`config.mk`:
```
export PLATFORM = sky130hd
export DESIGN_NAME = prd_walker
export DESIGN_NICKNAME = d
export VERILOG_FILES = /design/src/rtl/prd_walk_pkg.sv /design/src/rtl/prd_desc_decode.sv /design/src/rtl/prd_tbl_ptr.sv /design/src/rtl/prd_burst_size.sv /design/src/rtl/prd_walker.sv
export SDC_FILE = /design/constraint.sdc
export NUM_CORES = 1
export LEC_CHECK = 0
export ABC_CLOCK_PERIOD_IN_PS = 3400
export BUFFER_PORTS_ARGS = -buffer_cell sky130_fd_sc_hd__buf_4
export CORE_ASPECT_RATIO = 0.8
export CORE_MARGIN = 4
export CORE_UTILIZATION = 40
export DETAILED_ROUTE_END_ITERATION = 6
export GPL_TIMING_DRIVEN = 0
export PLACE_DENSITY = 0.68
export SYNTH_ARGS = -nofsm -noshare
export SYNTH_HDL_FRONTEND = slang
export SYNTH_SLANG_ARGS = --single-unit
```
`constraint.sdc`:
```
create_clock -name clk -period 3.4 [get_ports clk]
set_input_delay 0.34 -clock clk [delete_from_list [all_inputs] [get_ports clk]]
set_output_delay 0.34 -clock clk [all_outputs]
set_load 0.005 [all_outputs]
```
`src/rtl/prd_walk_pkg.sv`:
```
package prd_walk_pkg;
  localparam int unsigned REGION_W = 17;
  localparam int unsigned DESC_BYTES = 8;

  typedef enum logic [1:0] {
    WS_IDLE,
    WS_DECIDE,
    WS_FETCH,
    WS_MOVE
  } walk_state_e;
endpackage

```
`src/rtl/prd_desc_decode.sv`:
```
module prd_desc_decode
  import prd_walk_pkg::*;
#(
  parameter int ADDR_W = 32
) (
  input  logic [63:0]         word,
  output logic [ADDR_W-1:0]   region_base,
  output logic [REGION_W-1:0] region_len,
  output logic                region_last
);
  logic [15:0] even_len;

  assign even_len    = {word[47:33], 1'b0};
  assign region_base = word[ADDR_W-1:0];
  assign region_last = word[63];
  // an all-zero even length encodes the largest region, 64 KiB
  assign region_len  = (even_len == 16'd0) ? REGION_W'(17'h10000)
                                           : REGION_W'(even_len);

  generate
    if (ADDR_W < 32) begin : g_short_addr
      logic unused_hi;
      assign unused_hi = ^{word[62:48], word[32], word[31:ADDR_W]};
    end else begin : g_full_addr
      logic unused_hi;
      assign unused_hi = ^{word[62:48], word[32]};
    end
  endgenerate
endmodule

```
`src/rtl/prd_tbl_ptr.sv`:
```
module prd_tbl_ptr #(
  parameter int ADDR_W     = 32,
  parameter int PAGE_BYTES = 4096,
  parameter int STEP       = 8
) (
  input  logic              clk,
  input  logic              rst,
  input  logic [ADDR_W-1:0] base,
  input  logic              load,
  input  logic              advance,
  output logic [ADDR_W-1:0] ptr,
  output logic              cap_hit
);
  logic [ADDR_W-1:0] offset;

  always_ff @(posedge clk) begin
    if (rst || load) begin
      ptr <= base;
    end else if (advance) begin
      ptr <= ptr + ADDR_W'(STEP);
    end
  end

  assign offset  = ptr - base;
  assign cap_hit = (offset >= ADDR_W'(PAGE_BYTES));
endmodule

```
`src/rtl/prd_burst_size.sv`:
```
module prd_burst_size
  import prd_walk_pkg::*;
#(
  parameter int CNT_W = 20
) (
  input  logic [CNT_W-1:0]    remain,
  input  logic [REGION_W-1:0] region,
  output logic [REGION_W-1:0] step
);
  generate
    if (CNT_W > REGION_W) begin : g_wide
      assign step = (remain < CNT_W'(region)) ? remain[REGION_W-1:0] : region;
    end else begin : g_narrow
      assign step = (REGION_W'(remain) < region) ? REGION_W'(remain) : region;
    end
  endgenerate
endmodule

```
`src/rtl/prd_walker.sv`:
```
module prd_walker
  import prd_walk_pkg::*;
#(
  parameter int ADDR_W     = 32,
  parameter int CNT_W      = 20,
  parameter int PAGE_BYTES = 4096
) (
  input  logic                clk,
  input  logic                rst,
  input  logic [ADDR_W-1:0]   tbl_base,
  input  logic                restart,
  input  logic                start,
  input  logic [CNT_W-1:0]    xfer_len,
  input  logic                xfer_dir,
  output logic                rd_req,
  output logic [ADDR_W-1:0]   rd_addr,
  input  logic                rd_ack,
  input  logic [63:0]         rd_data,
  output logic                bst_req,
  output logic [ADDR_W-1:0]   bst_addr,
  output logic [REGION_W-1:0] bst_len,
  output logic                bst_dir,
  input  logic                bst_ack,
  output logic                busy,
  output logic                done,
  output logic                underrun
);
  walk_state_e         state;
  logic [CNT_W-1:0]    remain;
  logic [ADDR_W-1:0]   reg_addr;
  logic [REGION_W-1:0] reg_len;
  logic                reg_last;

  logic [ADDR_W-1:0]   dec_base;
  logic [REGION_W-1:0] dec_len;
  logic                dec_last;
  logic [REGION_W-1:0] step;
  logic                ptr_load;
  logic                ptr_adv;
  logic                cap_hit;

  assign ptr_load = (state == WS_IDLE) && restart;
  assign ptr_adv  = (state == WS_FETCH) && rd_ack;

  prd_desc_decode #(.ADDR_W(ADDR_W)) u_dec (
    .word        (rd_data),
    .region_base (dec_base),
    .region_len  (dec_len),
    .region_last (dec_last)
  );

  prd_tbl_ptr #(
    .ADDR_W     (ADDR_W),
    .PAGE_BYTES (PAGE_BYTES),
    .STEP       (DESC_BYTES)
  ) u_ptr (
    .clk     (clk),
    .rst     (rst),
    .base    (tbl_base),
    .load    (ptr_load),
    .advance (ptr_adv),
    .ptr     (rd_addr),
    .cap_hit (cap_hit)
  );

  prd_burst_size #(.CNT_W(CNT_W)) u_size (
    .remain (remain),
    .region (reg_len),
    .step   (step)
  );

  always_ff @(posedge clk) begin
    if (rst) begin
      state    <= WS_IDLE;
      remain   <= '0;
      reg_addr <= '0;
      reg_len  <= '0;
      reg_last <= 1'b0;
      rd_req   <= 1'b0;
      bst_req  <= 1'b0;
      bst_addr <= '0;
      bst_len  <= '0;
      bst_dir  <= 1'b0;
      done     <= 1'b0;
      underrun <= 1'b0;
    end else begin
      done <= 1'b0;
      case (state)
        WS_IDLE: begin
          if (restart) begin
            reg_addr <= '0;
            reg_len  <= '0;
            reg_last <= 1'b0;
          end else if (start) begin
            remain   <= xfer_len;
            bst_dir  <= xfer_dir;
            underrun <= 1'b0;
            state    <= WS_DECIDE;
          end
        end
        WS_DECIDE: begin
          if (remain == '0) begin
            done  <= 1'b1;
            state <= WS_IDLE;
          end else if (reg_len == '0) begin
            if (reg_last || cap_hit) begin
              underrun <= 1'b1;
              done     <= 1'b1;
              state    <= WS_IDLE;
            end else begin
              rd_req <= 1'b1;
              state  <= WS_FETCH;
            end
          end else begin
            bst_req  <= 1'b1;
            bst_addr <= reg_addr;
            bst_len  <= step;
            state    <= WS_MOVE;
          end
        end
        WS_FETCH: begin
          if (rd_ack) begin
            rd_req   <= 1'b0;
            reg_addr <= dec_base;
            reg_len  <= dec_len;
            reg_last <= dec_last;
            state    <= WS_DECIDE;
          end
        end
        WS_MOVE: begin
          if (bst_ack) begin
            bst_req  <= 1'b0;
            reg_addr <= reg_addr + ADDR_W'(bst_len);
            reg_len  <= reg_len - bst_len;
            remain   <= remain - CNT_W'(bst_len);
            state    <= WS_DECIDE;
          end
        end
        default: state <= WS_IDLE;
      endcase
    end
  end

  assign busy = (state != WS_IDLE);
endmodule

```
After elaboration in Yosys (flattened, before gate mapping)
Index checks and enable logic that the tools add are counted.
{"block": "totals", "register_bits": 158, "latchBits": 0, "ram_bits": 0, "mem_bits_ro": 0, "inputBits": 123, "output_inout_bits": 87, "word_cells": 108, "memories": 0}
{"block": "op_classes", "add_sub_neg": 5, "mul": 0, "div_mod_pow": 0, "magnitude_cmp": 2, "eq_ne": 13, "shift": 0, "muxes": 45, "bitwise": 4, "n_reduce_logical": 26}
{"op": "$mux W32", "count": 5}
{"op": "$pmux W32 S3", "count": 1}
{"op": "$mux W17", "count": 5}
{"op": "$mux W20", "count": 3}
{"op": "$pmux W17 S3", "count": 1}
{"op": "$pmux W20 S2", "count": 1}
{"op": "$add A32 B17 Y32", "count": 1}
{"op": "$add A32 B4 Y32 const B", "count": 1}
{"op": "$ge A32 B13 Y1 const B", "count": 1}
{"op": "$sub A32 B32 Y32", "count": 1}
{"op": "$logic_not A20 Y1", "count": 1}
{"op": "$lt A20 B17 Y1", "count": 1}
{"op": "$ne A2 B2 Y1 const B", "count": 10}
{"op": "$sub A20 B17 Y20", "count": 1}
{"op": "$logic_not A17 Y1", "count": 1}
{"op": "$mux W1", "count": 17}
{"op": "$sub A17 B17 Y17", "count": 1}
{"op": "$logic_not A16 Y1", "count": 1}
{"op": "$reduce_and A4 Y1", "count": 4}
{"op": "$mux W2", "count": 7}
{"op": "$reduce_bool A2 Y1", "count": 7}
{"op": "$reduce_and A3 Y1", "count": 3}
{"op": "$pmux W1 S2", "count": 4}
{"op": "$pmux W2 S4", "count": 1}
{"op": "10 further kinds", "count": 16}

Logic depth before layout (Yosys ltp)
Gate-level depths: netlist of run 1.
{"block": "depth", "ltp_word": 7, "ltp_mapped": 15, "depth_no_buf": 15}

Modules after synthesis
A second synthesis of run 1 with hierarchy kept.
{"block": "unflattened", "cells_unflattened": 1593, "hier_area_um2": 12389.4}
{"module": "prd_walker", "instances": 1, "cells_each": 1022, "area_per_inst_um2": 7825.0, "seq_area_each_um2": 2522.4}
{"module": "prd_tbl_ptr", "instances": 1, "cells_each": 439, "area_per_inst_um2": 3530.9, "seq_area_each_um2": 960.9}
{"module": "prd_burst_size", "instances": 1, "cells_each": 77, "area_per_inst_um2": 685.7, "seq_area_each_um2": 0.0}
{"module": "prd_desc_decode", "instances": 1, "cells_each": 55, "area_per_inst_um2": 347.8, "seq_area_each_um2": 0.0}

Least setup slack after synthesis of run 1
Ideal clock, no wire load.
{"block": "synth_timing", "kind": "register to register", "start": "register u_ptr.ptr[0]", "end": "register state[1]", "setup_time_ns": 0.067, "arrival_time_ns": 3.138, "required_ns": 3.333, "setup_slack_ns": 0.195, "stages_incl_launch_ff": 16, "synth_period_minus_slack_ns": 3.205, "cell_sequence": "edfxtp_1 inv_1 ha_1 inv_1 fa_1 a211oi_2 o211ai_2 a21oi_2 xnor2_1 a2111oi_2 o2111ai_1 or4_1 nor4_2 nand3_1 a21o_1 a21oi_2"}
{"block": "synth_via", "elab_chain_len": 7}
{"item": "from (decl)", "line_no": "prd_tbl_ptr.sv:11", "text": "output logic [ADDR_W-1:0] ptr,"}
{"item": "from (signal assigned)", "line_no": "prd_tbl_ptr.sv:18", "text": "ptr <= base;"}
{"item": "from (signal assigned)", "line_no": "prd_tbl_ptr.sv:20", "text": "ptr <= ptr + ADDR_W'(STEP);"}
{"item": "$sub A32 B32 Y32", "line_no": "prd_tbl_ptr.sv:24", "text": "assign offset = ptr - base;"}
{"item": "$ge A32 B13 Y1", "line_no": "prd_tbl_ptr.sv:25", "text": "assign cap_hit = (offset >= ADDR_W'(PAGE_BYTES));"}
{"item": "$logic_or A1 B1 Y1", "line_no": "prd_walker.sv:106", "text": "if (reg_last || cap_hit) begin"}
{"item": "$mux W2", "line_no": "prd_walker.sv:106"}
{"item": "$mux W2", "line_no": "prd_walker.sv:105", "text": "end else if (reg_len == '0) begin"}
{"item": "$mux W2", "line_no": "prd_walker.sv:102", "text": "if (remain == '0) begin"}
{"item": "$pmux W2 S4", "line_no": "prd_walker.sv:88", "text": "case (state)"}
{"item": "to (signal assigned)", "line_no": "prd_walker.sv:104", "text": "state <= WS_IDLE;"}
{"item": "to (signal assigned)", "line_no": "prd_walker.sv:109", "text": "state <= WS_IDLE;"}
{"item": "to (signal assigned)", "line_no": "prd_walker.sv:112", "text": "state <= WS_FETCH;"}
{"item": "to (decl)", "line_no": "prd_walker.sv:28", "text": "walk_state_e state;"}
Every way passes these cells.
A chain may end at the register's enable or synchronous reset.

Worst setup path in the final report of run 1
Ends and elaborated chain as after synthesis.

==> flow_metrics.tcl, run 1 <==
set metrics [dict create \
    ir_drop_mv 0.423 \
    cts-root-buf "clkbuf_16" \
    pwr-share-clk 0.214 \
    layout_commonest_cell "buf_4" \
    synth.avg_cell_area_um2 7.84 \
    critPathMaxFanout 4 \
    cts_tree "yes" \
    ys_async_sr_fraction 0 \
    critPathKind "flip-flop to flip-flop" \
    grt_busiest_layer "met1" \
    post-route-util 0.505 \
    dr.pass1.iters 6 \
    drc 0 \
    mostFrequentLayoutCells "buf_4, nand2_1, a21oi_1" \
    totalWireLength_um 40700 \
    met2_usage 0.360 \
    grt.overflow.total 0 \
    leakagePower_nw 5.88 \
    die_area_um2 31500 \
    cp-end-kind "flip-flop" \
    syn_nets 1690 \
    yosys_warnings 0 \
    cts_buffer_depth 2 \
    synth-seq-cells 158 \
    core-area_um2 28300 \
    cts_max_level 4 \
    rsz0062_at_grt "true" \
    initial_utilization 0.406 \
    die_h_um 160 \
    clk_latency_ns 0.45 \
    antenna_left 0 \
    fin_crit_sh 0.991 \
    fin_crit_ns 3.37 \
    crit_slowest_cell "or4_4" \
    pwr-share-seq 0.266 \
    fin_worst_skew_ns 0.0123 \
    crit_arrival_ns 3.74 \
    syn_to_final_growth_pct 24.5 \
    hold_violations 0 \
    drt_iter0_markers 1210 \
    syn-cell-area_um2 11500 \
    portBuffers 193 \
    use_met3 0.0539 \
    ys.flop_type "dfxtp_1" \
    synth_area_leaders "dfxtp_1, ha_1, edfxtp_1" \
    max_freq_ghz 0.297 \
    grt_pass1_vias 11259 \
    core.rowCount 55 \
    num-nets-final 1911 \
    die-width_um 197 \
    cts.clk_slew.worst_paths_ns 0.08 \
    maxCapViolCount 0 \
    via_count 12052 \
    postCtsHoldBufs 0 \
    hold_path.class "primary input to flip-flop" \
    synth_edf_count 32 \
    slew_headroom 0.340 \
    netlist.area_leader.share 0.220 \
    gr-usage-met1 0.374 \
    syn-instance-count 1465 \
    grt_start_max_net_pins 30 \
    synth_top_area_cell "dfxtp_1" \
    status "completed" \
    cp_common_cell "a21oi_2" \
    crit_path_start_kind "flip-flop" \
    gp_congestion 0.940 \
    p_int_mw 5.52 \
    tightest_slew_ns 0.990 \
    path_cells "inv_1, ha_2, inv_2, fa_2, a211oi_4, o211ai_2, a21oi_2, o21ba_2, o21ai_2, xnor2_1, or4_4, nor4_4, nand3_2, a21o_1, a21oi_2" \
    powerDensity_nw_per_um2 682 \
    p_sw_frac 0.433 \
    diodes 0 \
    pwr-share-comb 0.520 \
    ys_seq_area_frac 0.303 \
    hold_slack_ns 0.120 \
    pin_count 210 \
    gr-usage-all-layers 0.249 \
    antenna_found_initial 1 \
    synth_cell_types 75 \
    grt_pass1_wl_um 62600 \
    wl_per_cell_um 19.7 \
    netSwitchingPower_mw 4.23 \
    max_stage_delay_ns 0.56 \
    crit_required_ns 3.77 \
    drv_slew 0 \
    cts_buffers 17 \
    drive_gt1_frac 0.177 \
    cts.sinks 158 \
    finalSetupViolations 0 \
    drt-vias-per-instance 5.83 \
    post-dp-hpwl_um 31400 \
]
[power by group through the flow]
| stage | combinational (mW) | sequential [mW] | clock (mW) |
|---|---|---|---|
| after floorplan | 3.34 | 2.51 | 0 |
| after global placement | 4.59 | 2.62 | 0 |
| after detailed placement | 4.67 | 2.62 | 0 |
| after CTS | 4.77 | 2.58 | 2.10 |
| after global routing | 5.53 | 2.63 | 2.19 |
| final | 5.07 | 2.60 | 2.09 |
[Yosys cell counts, types with 12 or more instances]
| cell | instances |
|---|---|
| xor2_1 | 28 |
| a311oi_1 | 12 |
| a21oi_1 | 179 |
| inv_1 | 94 |
| and3_1 | 18 |
| nor3_1 | 33 |
| nor2b_1 | 19 |
| nor2_1 | 135 |
| nand3_1 | 28 |
| nor4_1 | 16 |
| o21ai_0 | 41 |
| clkbuf_1 | 56 |
| ha_1 | 98 |
| o21a_1 | 20 |
| xnor2_1 | 49 |
| edfxtp_1 | 32 |
| mux2i_1 | 16 |
| nand2_1 | 178 |
| a21o_1 | 24 |
| a221oi_1 | 30 |
| dfxtp_1 | 126 |
| nand2b_1 | 28 |
| a211oi_1 | 23 |
| nand4_1 | 19 |
[layer usage]
metal  share of wire  vias up  routed length, um
li1                -     5730                  -
met1            0.47     5727              19100
met2            0.42      539              17200
met3           0.092       56               3740
met4           0.018        0                748
met5               0        -                  0
[critical path, delay by kind of cell (launching register included)]
family,cells,cell delay [ns]
adders and majority gates,2,0.53
AOI/OAI and AO/OA,7,1.19
and+or+nand+nor,3,0.94
buffers and inverters,2,0.11
DFF,1,0.38
xor gates and xnor gates,1,0.15
[flip-flops by register name (all words and copies together) (netlist names)]
signal / count
bst_len: 17
state: 2
underrun: 1
bst_req: 1
done: 1
reg_addr: 32
remain: 20
u_ptr.ptr: 32
bst_addr: 32
bst_dir: 1
rd_req: 1
reg_len: 17
reg_last: 1
[per-stage QoR]
step	instance area, um2	cells	setup slack (ns)	TNS (ns)	power (mW)
2_1_floorplan	11500	1465	0.195	0	5.85
3_3_place_gp	13400	2028	-0.555	-17.62	7.22
3_5_place_dp	13400	2029	-0.238	-1.98	7.30
4_1_cts	14100	2063	-0.136	-0.390	9.45
5_1_grt	14300	2069	-0.163	-0.741	10.3
6_report	14300	2069	0.0297	0	9.75
[layout make-up]
| class | count | area (um2) |
|---|---|---|
| plain buffers | 66 | 260 |
| multi-input cells | 1145 | 7560 |
| fillers | 2741 | 14000 |
| clock inverters | 14 | 168 |
| inverters | 94 | 357 |
| clock buffers | 18 | 450 |
| flip-flops and latches | 158 | 3490 |
| repair buffers | 204 | 1540 |
| well taps | 370 | 463 |
[final timing paths]
path	to	slack, ns	from	cells past startpoint
setup / recovery	state[1]$_SDFFE_PP0P_	0.03	u_ptr.ptr[0]$_DFFE_PP_	15
hold / removal	reg_addr[23]$_SDFFE_PP0P_	0.12	rd_data[23]	3
setup reg to reg	state[1]$_SDFFE_PP0P_	0.03	u_ptr.ptr[0]$_DFFE_PP_	15
hold reg to reg	bst_addr[15]$_SDFFE_PP0P_	0.45	bst_addr[15]$_SDFFE_PP0P_	2
[kinds of logic (layout without fill, tap and decap cells)]
group | after synthesis | count (layout) | synth area share
adder cells (fa/ha/maj) | 102 | 102 | 0.114
buffers and inverters | 162 | 396 | 0.0540
multiplexers | 19 | 19 | 0.0169
XOR/XNOR | 77 | 77 | 0.0587
AND/OR/NAND/NOR | 507 | 507 | 0.205
flip-flops | 158 | 158 | 0.303
AO/OA/AOI/OAI | 440 | 440 | 0.249
[what timing repair did]
item / 4_1_cts / 5_1_grt
buffers inserted: 2 / 8
gates resized for setup: 17 / 27
endpoints found under the setup margin: 28 / 54
pin swaps: 9 / 12
Note: power is estimated with default switching activity, not from simulation.
==> run 2, diff against run 1 <==
--- a/config.mk
+++ b/config.mk
@@ -7,12 +7,14 @@
 export LEC_CHECK = 0
 export ABC_CLOCK_PERIOD_IN_PS = 3400
 export BUFFER_PORTS_ARGS = -buffer_cell sky130_fd_sc_hd__buf_4
+export CAP_MARGIN = 20
 export CORE_ASPECT_RATIO = 0.8
 export CORE_MARGIN = 4
 export CORE_UTILIZATION = 40
 export DETAILED_ROUTE_END_ITERATION = 6
 export GPL_TIMING_DRIVEN = 0
-export PLACE_DENSITY = 0.68
+export PLACE_DENSITY = 0.67
 export SYNTH_ARGS = -nofsm -noshare
 export SYNTH_HDL_FRONTEND = slang
+export SYNTH_HIERARCHICAL = 1
 export SYNTH_SLANG_ARGS = --single-unit
==> run 2 against run 1 <==
The flow now finishes with violations (setup timing). Sequential power fell by 12%. Routed wire length rose by 5.4%. Sequential cell count did not move. Via count rose by 4.6%. Sequential share of layout area fell by 1.0 points. Clock power fell by 4%. Critical endpoint unchanged. Clock-buffer cell count fell by 1. Critical path depth rose by 2. Power fell by 26%.
==> flow_metrics.tcl, run 2 <==
set metrics [dict create \
    num-nets-final 2007 \
    finalPower_mw 7.23 \
    hold_path.class "primary input to flip-flop" \
    critPathMaxFanout 3 \
    worstSetupEndpoint "state[1]$_SDFFE_PP0P_" \
    yosys_warnings 6 \
    netSwitchingPower_mw 2.79 \
    post-dp-hpwl_um 33600 \
    top_regs "bst_addr: 32 flops, reg_addr: 32 flops, u_ptr/ptr: 32 flops" \
    ys_seq_area_frac 0.281 \
    hold_start "xfer_dir" \
    synth-seq-cells 158 \
    m1WireLength_um 20300 \
    crit_required_ns 3.78 \
    rrSetupSlack_ns -0.28 \
    met3_length_um 3990 \
    fin_crit_ns 3.68 \
    ys_async_sr_fraction 0 \
    antenna_left 0 \
    grt_pass1_wl_um 64400 \
    syn_to_final_growth_pct 20.2 \
    layout_commonest_cell "nand2_1" \
    mostFrequentLayoutCells "nand2_1, buf_4, a21oi_1" \
    postCtsHoldBufs 0 \
    ys.flop_type "dfxtp_1" \
    crit_family "compound AO/OA/AOI/OAI gates" \
    die_h_um 165 \
    cts_max_level 4 \
    fin_crit_sh 1.08 \
    crit_arrival_ns 4.06 \
    drt_iter0_markers 1245 \
    synth.avg_cell_area_um2 7.78 \
    hold_slack_ns 0.146 \
    maxCapViolCount 0 \
    die-width_um 205 \
    cts_tree "yes" \
    drv_slew 0 \
    tightest_slew_ns 0.967 \
    cts_buffer_depth 2 \
    dr_wl_met2_um 18200 \
    leakagePower_nw 6.01 \
    cts.sinks 158 \
    path_depth 17 \
    cts.clk_slew.worst_paths_ns 0.07 \
    max_freq_ghz 0.272 \
    synth_edf_count 32 \
    via_count 12608 \
    fin_worst_skew_ns 0.0126 \
    grt.overflow.total 0 \
    synth_top_area_cell "dfxtp_1" \
    powerDensity_nw_per_um2 485 \
    gr-usage-all-layers 0.243 \
    ff2ff_path_depth 17 \
    pwr-share-clk 0.276 \
    r2r_end "state[1]$_SDFFE_PP0P_" \
    rsz0062_at_grt "true" \
    synth_cell_types 96 \
    gp_congestion 0.936 \
    crit_path_start_kind "flip-flop" \
    finalSetupViolations 3 \
    initial_utilization 0.407 \
    synth.most_common_cell "nand2_1" \
    portBuffers 159 \
    drt-vias-per-instance 5.71 \
    cp-end-kind "flip-flop" \
    die_area_um2 33900 \
    violations "setup timing" \
    drive_gt1_frac 0.181 \
    syn-cell-area_um2 12400 \
    critPathKind "flip-flop to flip-flop" \
    synth_area_leaders "dfxtp_1, ha_1, edfxtp_1" \
    p_int_mw 4.44 \
    pwr-share-seq 0.317 \
    cp-startpoint "u_ptr/ptr[0]$_DFFE_PP_" \
    clk_latency_ns 0.45 \
    crit_buf_inv 2 \
    r2r-start "u_ptr/ptr[0]$_DFFE_PP_" \
    dr.pass1.iters 5 \
    grt_start_max_net_pins 21 \
    hold_violations 0 \
    pin_count 210 \
    finalWorstSetupSlack_ns -0.280 \
    netlist.area_leader.share 0.204 \
    grt_pass1_vias 11499 \
    routed.top_layer "met5" \
    slew_headroom 0.350 \
    wl_per_cell_um 19.4 \
    synthTopCellsByCount "nand2_1, a21oi_1, dfxtp_1, nor2_1, ha_1" \
    totalWireLength_um 43000 \
    cts_buffers 17 \
    core.rowCount 57 \
    drc 0 \
    status "complete, but fails checks" \
    p_sw_frac 0.386 \
    max_stage_delay_ns 0.43 \
    cts-root-buf "clkbuf_16" \
    ir_drop_mv 0.390 \
    syn_nets 1818 \
    path_cells "inv_1, ha_2, inv_2, fa_2, a211oi_2, o211ai_1, a221o_1, a31oi_4, o21bai_1, xnor2_1, nand3_1, a2111oi_4, nand4_1, or2_4, a21oi_4, nand2_1, a21oi_2" \
    core-area_um2 30500 \
    crit_slowest_cell "a221o_1" \
    pwr-share-comb 0.406 \
    syn-instance-count 1593 \
    antenna_found_initial 2 \
]
run 2: power groups by stage:
stage                     sequential [mW]  clock [mW]  combinational (mW)
after floorplan                      2.27           0                1.98
after global placement               2.33           0                2.72
after detailed placement             2.34           0                2.76
after CTS                            2.29        2.03                2.82
after global routing                 2.31        2.09                3.19
final                                2.29        2.00                2.94
run 2: worst min-delay path by stage:
stage	endpoint	slack, ns	cells after the start
2_1_floorplan	bst_addr[11]$_SDFFE_PP0P_	0.45	2
3_3_place_gp	bst_addr[25]$_SDFFE_PP0P_	0.45	2
3_5_place_dp	bst_addr[8]$_SDFFE_PP0P_	0.45	2
4_1_cts	bst_dir$_SDFFE_PP0P_	0.13	3
5_1_grt	reg_addr[9]$_SDFFE_PP0P_	0.16	3
6_report	bst_dir$_SDFFE_PP0P_	0.15	3
run 2: repair_timing:
action                                  CTS  global route
buffers inserted                          3             7
resized for setup                        11             9
endpoints found under the setup margin    4             5
gates cloned                              0             0
pin swaps                                12            15
run 2: final cells by class:
type	instances	area [um2]
fillers	3009	15600
multi-input cells	1214	7970
flip-flops and latches	158	3480
repair buffers	170	1300
plain buffers	126	684
well taps	413	517
clock buffers	17	425
inverters	95	357
clock inverters	15	161
diodes	1	2.50
run 2: metal layers:
metal / vias up / GRT usage
li1: 6057 / -
met1: 5972 / 0.358
met2: 531 / 0.364
met3: 44 / 0.0564
met4: 4 / 0.0496
met5: - / 0
run 2: through the flow:
stage	TNS [ns]	cells	util	setup slack [ns]	instance area (um2)
after floorplan	0	1593	-	0.00629	12400
after global placement	-1.38	2165	0.463	-0.469	14100
after detailed placement	-1.43	2166	0.464	-0.473	14100
after CTS	-0.773	2201	0.486	-0.285	14800
after global routing	-1.42	2208	0.489	-0.434	14900
final	-0.756	2209	0.489	-0.280	14900
run 2: cell families (layout without fill, tap and decap cells):
group	Yosys count	after routing	synth area share
flops	158	158	0.281
mux	37	37	0.0350
xor+xnor	70	70	0.0495
buf+inv	221	423	0.0840
other cells	1	2	0.000303
compound gates	443	443	0.233
fa+ha+maj	102	102	0.105
simple gates	561	561	0.211
run 2: worst reg2reg max path, stage by stage, from the launching register on:
cell and delay (ns):
edfxtp_1 0.39, inv_1 0.08, ha_2 0.18, inv_2 0.04, fa_2 0.33, a211oi_2 0.27
o211ai_1 0.13, a221o_1 0.43, a31oi_4 0.19, o21bai_1 0.10, xnor2_1 0.14, nand3_1 0.14
a2111oi_4 0.37, nand4_1 0.19, or2_4 0.29, a21oi_4 0.14, nand2_1 0.08, a21oi_2 0.11
